`src/rtl/irq_ctrl_pkg.sv`:
```
package irq_ctrl_pkg;

  typedef enum logic [1:0] {
    OUT_HIGH   = 2'b00,
    OUT_LOW    = 2'b01,
    OUT_OD     = 2'b10,
    OUT_OD_ALT = 2'b11
  } out_mode_e;

  localparam int unsigned ADDR_STATUS = 0;
  localparam int unsigned ADDR_TRIG   = 1;
  localparam int unsigned ADDR_MASK   = 2;
  localparam int unsigned ADDR_MODE   = 3;

endpackage

```
`src/rtl/irq_src_sync.sv`:
```
module irq_src_sync #(
  parameter int unsigned NUM_SRC = 8,
  parameter int unsigned STAGES  = 2
) (
  input  logic               clk,
  input  logic               rst_n,
  input  logic [NUM_SRC-1:0] src_i,
  output logic [NUM_SRC-1:0] level_o,
  output logic [NUM_SRC-1:0] rise_o
);

  logic [NUM_SRC-1:0] lvl;
  logic [NUM_SRC-1:0] prev_q;

  generate
    if (STAGES == 0) begin : g_bypass
      assign lvl = src_i;
    end else begin : g_sync
      logic [NUM_SRC-1:0] chain_q [STAGES];
      logic [NUM_SRC-1:0] chain_d [STAGES];

      always_comb begin
        chain_d[0] = src_i;
        for (int k = 1; k < int'(STAGES); k++) begin
          chain_d[k] = chain_q[k-1];
        end
      end

      always_ff @(posedge clk or negedge rst_n) begin
        if (!rst_n) begin
          for (int k = 0; k < int'(STAGES); k++) begin
            chain_q[k] <= '0;
          end
        end else begin
          for (int k = 0; k < int'(STAGES); k++) begin
            chain_q[k] <= chain_d[k];
          end
        end
      end

      assign lvl = chain_q[STAGES-1];
    end
  endgenerate

  always_ff @(posedge clk or negedge rst_n) begin
    if (!rst_n) begin
      prev_q <= '0;
    end else begin
      prev_q <= lvl;
    end
  end

  assign level_o = lvl;
  assign rise_o  = lvl & ~prev_q;

endmodule

```
`src/rtl/irq_status_bank.sv`:
```
module irq_status_bank #(
  parameter int unsigned NUM_SRC = 8
) (
  input  logic               clk,
  input  logic               rst_n,
  input  logic [NUM_SRC-1:0] level_i,
  input  logic [NUM_SRC-1:0] rise_i,
  input  logic [NUM_SRC-1:0] trig_sel_i,
  input  logic               clr_i,
  output logic [NUM_SRC-1:0] status_o
);

  logic [NUM_SRC-1:0] status_q;
  logic [NUM_SRC-1:0] status_d;
  logic [NUM_SRC-1:0] set_w;

  generate
    for (genvar i = 0; i < int'(NUM_SRC); i++) begin : g_bit
      // select the event that may latch this bit
      assign set_w[i] = trig_sel_i[i] ? rise_i[i] : level_i[i];

      // a latched bit survives until a read clears it
      a_r4_sticky: assert property (@(posedge clk) disable iff (!rst_n)
        (status_q[i] && !clr_i) |=> status_q[i]);

      // a read with no concurrent event leaves the bit clear
      a_r5_clear_on_read: assert property (@(posedge clk) disable iff (!rst_n)
        (clr_i && !level_i[i] && !rise_i[i]) |=> !status_q[i]);

      // a high level source keeps its bit set
      a_r2_level_holds: assert property (@(posedge clk) disable iff (!rst_n)
        (!trig_sel_i[i] && level_i[i]) |=> status_q[i]);

      // an edge source without a new rise cannot re-assert
      a_r3_edge_once: assert property (@(posedge clk) disable iff (!rst_n)
        (trig_sel_i[i] && !rise_i[i] && !status_q[i]) |=> !status_q[i]);
    end
  endgenerate

  always_comb begin
    status_d = (clr_i ? '0 : status_q) | set_w;
  end

  always_ff @(posedge clk or negedge rst_n) begin
    if (!rst_n) begin
      status_q <= '0;
    end else begin
      status_q <= status_d;
    end
  end

  assign status_o = status_q;

endmodule

```
`src/rtl/irq_cfg_regs.sv`:
```
module irq_cfg_regs
  import irq_ctrl_pkg::*;
#(
  parameter int unsigned NUM_SRC = 8,
  parameter int unsigned DATA_W  = 8,
  parameter int unsigned ADDR_W  = 3
) (
  input  logic               clk,
  input  logic               rst_n,
  input  logic               reg_wr_i,
  input  logic               reg_rd_i,
  input  logic [ADDR_W-1:0]  reg_addr_i,
  input  logic [DATA_W-1:0]  reg_wdata_i,
  input  logic [NUM_SRC-1:0] status_i,
  output logic [DATA_W-1:0]  reg_rdata_o,
  output logic [NUM_SRC-1:0] trig_sel_o,
  output logic [NUM_SRC-1:0] mask_o,
  output out_mode_e          mode_o,
  output logic               status_clr_o
);

  localparam logic [ADDR_W-1:0] A_STATUS = ADDR_W'(ADDR_STATUS);
  localparam logic [ADDR_W-1:0] A_TRIG   = ADDR_W'(ADDR_TRIG);
  localparam logic [ADDR_W-1:0] A_MASK   = ADDR_W'(ADDR_MASK);
  localparam logic [ADDR_W-1:0] A_MODE   = ADDR_W'(ADDR_MODE);

  logic [NUM_SRC-1:0] trig_q;
  logic [NUM_SRC-1:0] mask_q;
  logic [1:0]         mode_q;
  logic               trig_en;
  logic               mask_en;
  logic               mode_en;

  always_comb begin
    trig_en      = reg_wr_i && (reg_addr_i == A_TRIG);
    mask_en      = reg_wr_i && (reg_addr_i == A_MASK);
    mode_en      = reg_wr_i && (reg_addr_i == A_MODE);
    status_clr_o = reg_rd_i && (reg_addr_i == A_STATUS);
  end

  always_ff @(posedge clk or negedge rst_n) begin
    if (!rst_n) begin
      trig_q <= '0;
      mask_q <= '0;
      mode_q <= 2'b00;
    end else begin
      if (trig_en) trig_q <= reg_wdata_i[NUM_SRC-1:0];
      if (mask_en) mask_q <= reg_wdata_i[NUM_SRC-1:0];
      if (mode_en) mode_q <= reg_wdata_i[1:0];
    end
  end

  always_comb begin
    reg_rdata_o = '0;
    case (reg_addr_i)
      A_STATUS: reg_rdata_o[NUM_SRC-1:0] = status_i;
      A_TRIG:   reg_rdata_o[NUM_SRC-1:0] = trig_q;
      A_MASK:   reg_rdata_o[NUM_SRC-1:0] = mask_q;
      A_MODE:   reg_rdata_o[1:0]         = mode_q;
      default:  reg_rdata_o              = '0;
    endcase
  end

  assign trig_sel_o = trig_q;
  assign mask_o     = mask_q;
  assign mode_o     = out_mode_e'(mode_q);

  // a write aimed at the status word leaves configuration untouched
  a_r6_status_ro: assert property (@(posedge clk) disable iff (!rst_n)
    (reg_wr_i && reg_addr_i == A_STATUS) |=>
      ($stable(trig_q) && $stable(mask_q) && $stable(mode_q)));

endmodule

```
`src/rtl/irq_pin_drive.sv`:
```
module irq_pin_drive
  import irq_ctrl_pkg::*;
(
  input  logic      clk,
  input  logic      rst_n,
  input  logic      act_i,
  input  out_mode_e mode_i,
  output logic      irq_o,
  output logic      irq_oe_o
);

  logic out_d;
  logic oe_d;
  logic out_q;
  logic oe_q;

  always_comb begin
    case (mode_i)
      OUT_HIGH: begin out_d = act_i;  oe_d = 1'b1;  end
      OUT_LOW:  begin out_d = !act_i; oe_d = 1'b1;  end
      default:  begin out_d = 1'b0;   oe_d = act_i; end
    endcase
  end

  always_ff @(posedge clk or negedge rst_n) begin
    if (!rst_n) begin
      out_q <= 1'b0;
      oe_q  <= 1'b1;
    end else begin
      out_q <= out_d;
      oe_q  <= oe_d;
    end
  end

  assign irq_o    = out_q;
  assign irq_oe_o = oe_q;

  // push-pull modes always drive the pin
  a_r8_push_drives: assert property (@(posedge clk) disable iff (!rst_n)
    (mode_i == OUT_HIGH || mode_i == OUT_LOW) |=> irq_oe_o);

  // open-drain style never drives a high level
  a_r8_od_low_only: assert property (@(posedge clk) disable iff (!rst_n)
    mode_i[1] |=> !irq_o);

  // in active-high mode the pin follows the pending state one edge later
  a_r7_pin_follows: assert property (@(posedge clk) disable iff (!rst_n)
    (mode_i == OUT_HIGH) |=> (irq_o == $past(act_i)));

endmodule

```
`src/rtl/irq_status_ctrl.sv`:
```
module irq_status_ctrl
  import irq_ctrl_pkg::*;
#(
  parameter int unsigned NUM_SRC     = 8,
  parameter int unsigned DATA_W      = 8,
  parameter int unsigned ADDR_W      = 3,
  parameter int unsigned SYNC_STAGES = 2
) (
  input  logic               clk,
  input  logic               rst_n,
  input  logic [NUM_SRC-1:0] src_i,
  input  logic               reg_wr_i,
  input  logic               reg_rd_i,
  input  logic [ADDR_W-1:0]  reg_addr_i,
  input  logic [DATA_W-1:0]  reg_wdata_i,
  output logic [DATA_W-1:0]  reg_rdata_o,
  output logic               irq_o,
  output logic               irq_oe_o
);

  logic [NUM_SRC-1:0] level_w;
  logic [NUM_SRC-1:0] rise_w;
  logic [NUM_SRC-1:0] status_w;
  logic [NUM_SRC-1:0] trig_w;
  logic [NUM_SRC-1:0] mask_w;
  out_mode_e          mode_w;
  logic               clr_w;
  logic               pending_w;

  irq_src_sync #(
    .NUM_SRC (NUM_SRC),
    .STAGES  (SYNC_STAGES)
  ) u_sync (
    .clk     (clk),
    .rst_n   (rst_n),
    .src_i   (src_i),
    .level_o (level_w),
    .rise_o  (rise_w)
  );

  irq_status_bank #(
    .NUM_SRC (NUM_SRC)
  ) u_bank (
    .clk        (clk),
    .rst_n      (rst_n),
    .level_i    (level_w),
    .rise_i     (rise_w),
    .trig_sel_i (trig_w),
    .clr_i      (clr_w),
    .status_o   (status_w)
  );

  irq_cfg_regs #(
    .NUM_SRC (NUM_SRC),
    .DATA_W  (DATA_W),
    .ADDR_W  (ADDR_W)
  ) u_regs (
    .clk          (clk),
    .rst_n        (rst_n),
    .reg_wr_i     (reg_wr_i),
    .reg_rd_i     (reg_rd_i),
    .reg_addr_i   (reg_addr_i),
    .reg_wdata_i  (reg_wdata_i),
    .status_i     (status_w),
    .reg_rdata_o  (reg_rdata_o),
    .trig_sel_o   (trig_w),
    .mask_o       (mask_w),
    .mode_o       (mode_w),
    .status_clr_o (clr_w)
  );

  assign pending_w = |(status_w & mask_w);

  irq_pin_drive u_pin (
    .clk      (clk),
    .rst_n    (rst_n),
    .act_i    (pending_w),
    .mode_i   (mode_w),
    .irq_o    (irq_o),
    .irq_oe_o (irq_oe_o)
  );

endmodule

```
`config.mk`:
```
export PLATFORM = sky130hd
export DESIGN_NAME = irq_status_ctrl
export DESIGN_NICKNAME = d
export VERILOG_FILES = /design/src/rtl/irq_ctrl_pkg.sv /design/src/rtl/irq_src_sync.sv /design/src/rtl/irq_status_bank.sv /design/src/rtl/irq_cfg_regs.sv /design/src/rtl/irq_pin_drive.sv /design/src/rtl/irq_status_ctrl.sv
export SDC_FILE = /design/constraint.sdc
export NUM_CORES = 1
export LEC_CHECK = 0
export ABC_AREA = 1
export BUFFER_PORTS_ARGS = -buffer_cell sky130_fd_sc_hd__buf_4
export CORE_UTILIZATION = 35
export CTS_CLUSTER_DIAMETER = 30
export DETAILED_ROUTE_END_ITERATION = 10
export PLACE_DENSITY = 0.6
export SETUP_SLACK_MARGIN = 0.1
export SYNTH_ARGS = -nofsm -noshare
export SYNTH_HDL_FRONTEND = slang
export SYNTH_SLANG_ARGS = --single-unit
```
`constraint.sdc`:
```
create_clock -name clk -period 1.3 [get_ports clk]
set_clock_uncertainty 0.15 [all_clocks]
set_input_delay 0 -clock clk [delete_from_list [all_inputs] [get_ports clk]]
set_output_delay 0 -clock clk [all_outputs]
set_load 0.01 [all_outputs]
```
==> impl_metrics.toml <==
[run_status]
status = "complete, but fails checks"
failed_checks = "hold timing"

[yosys]
synth_top_area_frac = 0.6204
yosys.area.top_type = "dfrtp_1"
ys_seq_area_frac = 0.6332
synthesis.area_um2 = 2057
synth_async_sr_flop_share = 1.000
synth_fa_ha_area_frac = 0
synth_compound_area_frac = 0.09732
synthMuxAreaShare = 0
synth_top_family_by_area = "simple AND/OR/NAND/NOR gates"
synth_area_leaders = "dfrtp_1, nand2_1, o21ai_2"
syn_inst = 211
yosys.area_share.simple = 0.2184
synthTopCellsByCount = "nand2_1, dfrtp_1, inv_1"
synth_seq_cells = 52
syn_nets = 234
ys_warn_count = 0
ys.flop_type = "dfrtp_1"
synth_edf_count = 0
synth-xor-area-share = 0
yosysMostFrequentCell = "nand2_1"
syn_avg_cell_area_um2 = 9.749
ys_types = 14

[die]
rows = 27
io_pins = 33
dieHeight_um = 78.66
start_util = 0.3690
dieArea_um2 = 6187
die_w_um = 78.66
core_um2 = 5574

[min_path]
hold_path_class = "primary input to async pin"

[timing]
fmax_mhz = 803.4
holdWs_ps = -36.92
hold_violations = 21
relSlewSlack = 0.8042
fin_crit_sh = 0.9575
slew_violations = 0
tightest_slew_ps = 293.7
finalSetupViolCount = 0
grt_setup_unrepaired = "true"
fin_ws_ps = 55.29
fin_crit_ps = 1245

[cts]
cts_htree_levels = 2
cts-hold-fix-buffers = 18
cts-buffers-inserted = 5
cts_tree = "done"
clk_transition_reported_paths_ps = 90
clock-sinks = 52
clockBufferDepth = 2
clockRootBuffer = "clkbuf_8"
clk_latency_ps = 300

[route]
avgRoutedWirePerCell_um = 11.74
ant_nets = 0
vias_per_cell = 4.403
first_iter_violations = 38
drc = 0
drt_pass1_iterations = 4
totalWireLength_mm = 4.191
via_count = 1572

[placed_design]
dp_hpwl_mm = 2.727
place_ws_ps = 96.55
port_buffers = 32
gp_congestion = 0.7685

[grt]
grt_pass1_vias = 1569
grt_pass1_wl_mm = 7.093
antenna_found_initial = 0
grt_overflow = 0
gr-usage-all-layers = 0.1537
grt_max_degree = 32

[pwr]
p_sw_frac = 0.2739
power.internal_mw = 2.554
irDropWorstVdd_uv = 683.5
switchingPower_uw = 963.1
p_clk_frac = 0.249
power.leakage_nw = 1.426
power_density_nw_per_um2 = 1238
p_comb_frac = 0.213
seq_power_share = 0.537

[critical_path]
worstPathArrival_ps = 1090
crit_type = "flop to primary output"
end_kind = "primary output"
r2r_cells = 7
crit_fanout = 3
cp-start-kind = "flop"
rrSetupSlack_ps = 130
cp.required_ps = 1150

[cells_and_area]
post-route-util = 0.5095
nNetsFinal = 307
area_growth_pct = 38.08
diodes = 0
drive_gt1_frac = 0.3228

[flow_run]
maxCapViolCount = 0
layout by cell type, fill, tap and decap left out, types with 5 or more instances in the layout:
| cell type | count |
|---|---|
| inv_1 | 18 |
| buf_4 | 42 |
| nand3_1 | 5 |
| o21ai_0 | 10 |
| o21ai_2 | 16 |
| buf_6 | 7 |
| dlygate4sd3_1 | 18 |
| nand2_1 | 77 |
| nor2_1 | 10 |
| nand3_2 | 5 |
| dfrtp_1 | 51 |
| clkbuf_8 | 5 |
cell families (layout without fill, tap and decap cells):
| family | count (synthesis) | after routing |
|---|---|---|
| AOI/OAI and AO/OA | 28 | 28 |
| buffers and inverters | 24 | 98 |
| DFF | 52 | 52 |
| and+or+nand+nor | 107 | 107 |
registers in the layout (all words and copies together) (netlist names):
signal,count
u_sync.level_o,8
u_pin.irq_o,1
u_sync.g_sync.chain_d,8
u_bank.status_o,8
u_regs.mode_o,2
u_regs.mask_o,8
u_pin.irq_oe_o,1
u_sync.prev_q,8
u_regs.trig_sel_o,8
routing by layer:
| metal | track usage | part of all wire | vias to the layer above | routed length (µm) |
|---|---|---|---|---|
| li1 | - | - | 801 | - |
| met1 | 0.2020 | 0.49 | 731 | 2071 |
| met2 | 0.2348 | 0.44 | 32 | 1862 |
| met3 | 0.04419 | 0.040 | 8 | 169 |
| met4 | 0.06852 | 0.021 | 0 | 88 |
| met5 | 0 | 0 | - | 0 |
what timing repair did:
action / 4_1_cts / 5_1_grt
resized for setup: 4 / 18
buffers inserted: 7 / 8
endpoints found under the setup margin: 5 / 10
pin swaps: 4 / 19
endpoints found under the hold margin: 78 / 21
path summary, 6_finish.rpt:
| check | from | endpoint |
|---|---|---|
| setup / recovery | u_regs.mode_o[0]$_DFFE_PN0P_ | reg_rdata_o[0] |
| hold / removal | rst_n | u_regs.mask_o[7]$_DFFE_PN0P_ |
| setup reg to reg | u_regs.mask_o[0]$_DFFE_PN0P_ | u_pin.irq_o$_DFF_PN0_ |
| hold reg to reg | u_sync.g_sync.chain_d[5]$_DFF_PN0_ | u_sync.level_o[5]$_DFF_PN0_ |
| max in group asynchronous | rst_n | u_pin.irq_oe_o$_DFF_PN1_ |
| min in group clk | reg_rd_i | u_bank.status_o[5]$_DFF_PN0_ |
power groups by stage:
stage / logic, mW / registers [mW] / clock network [mW]
finish: 0.749 / 1.89 / 0.877
global route: 0.848 / 1.91 / 0.972
CTS: 0.640 / 1.89 / 0.909
detailed placement: 0.530 / 1.93 / 0
global placement: 0.522 / 1.93 / 0
floorplan: 0.310 / 1.91 / 0
worst max-delay path, stage by stage, from the launching register on:
cell and delay (ps):
dfrtp_1 400, inv_2 80, nor2_1 40, nor2_1 80, nand2_1 80, buf_6 120
through the flow:
| step | cell area, µm² | std cells | power [mW] | TNS [ps] | hold slack, ps |
|---|---|---|---|---|---|
| 2_1_floorplan | 2057 | 211 | 2.218 | 0 | -445.6 |
| 3_3_place_gp | 2400 | 316 | 2.452 | 0 | -239.9 |
| 3_5_place_dp | 2400 | 316 | 2.464 | 0 | -238.9 |
| 4_1_cts | 2718 | 349 | 3.438 | 0 | -31.34 |
| 5_1_grt | 2840 | 357 | 3.731 | -6.194 | -12.79 |
| 6_report | 2840 | 357 | 3.517 | 0 | -36.92 |
final cells by class:
type / count / area (µm²)
Clock buffer: 7 / 76.32
Clock inverter: 1 / 5.005
Fill cell: 533 / 2734
Inverter: 22 / 82.58
Multi-Input combinational cell: 135 / 689.4
Sequential cell: 52 / 1303
Tap cell: 72 / 90.09
Timing Repair Buffer: 68 / 594.3
Note: power is estimated with default switching activity, not from simulation.
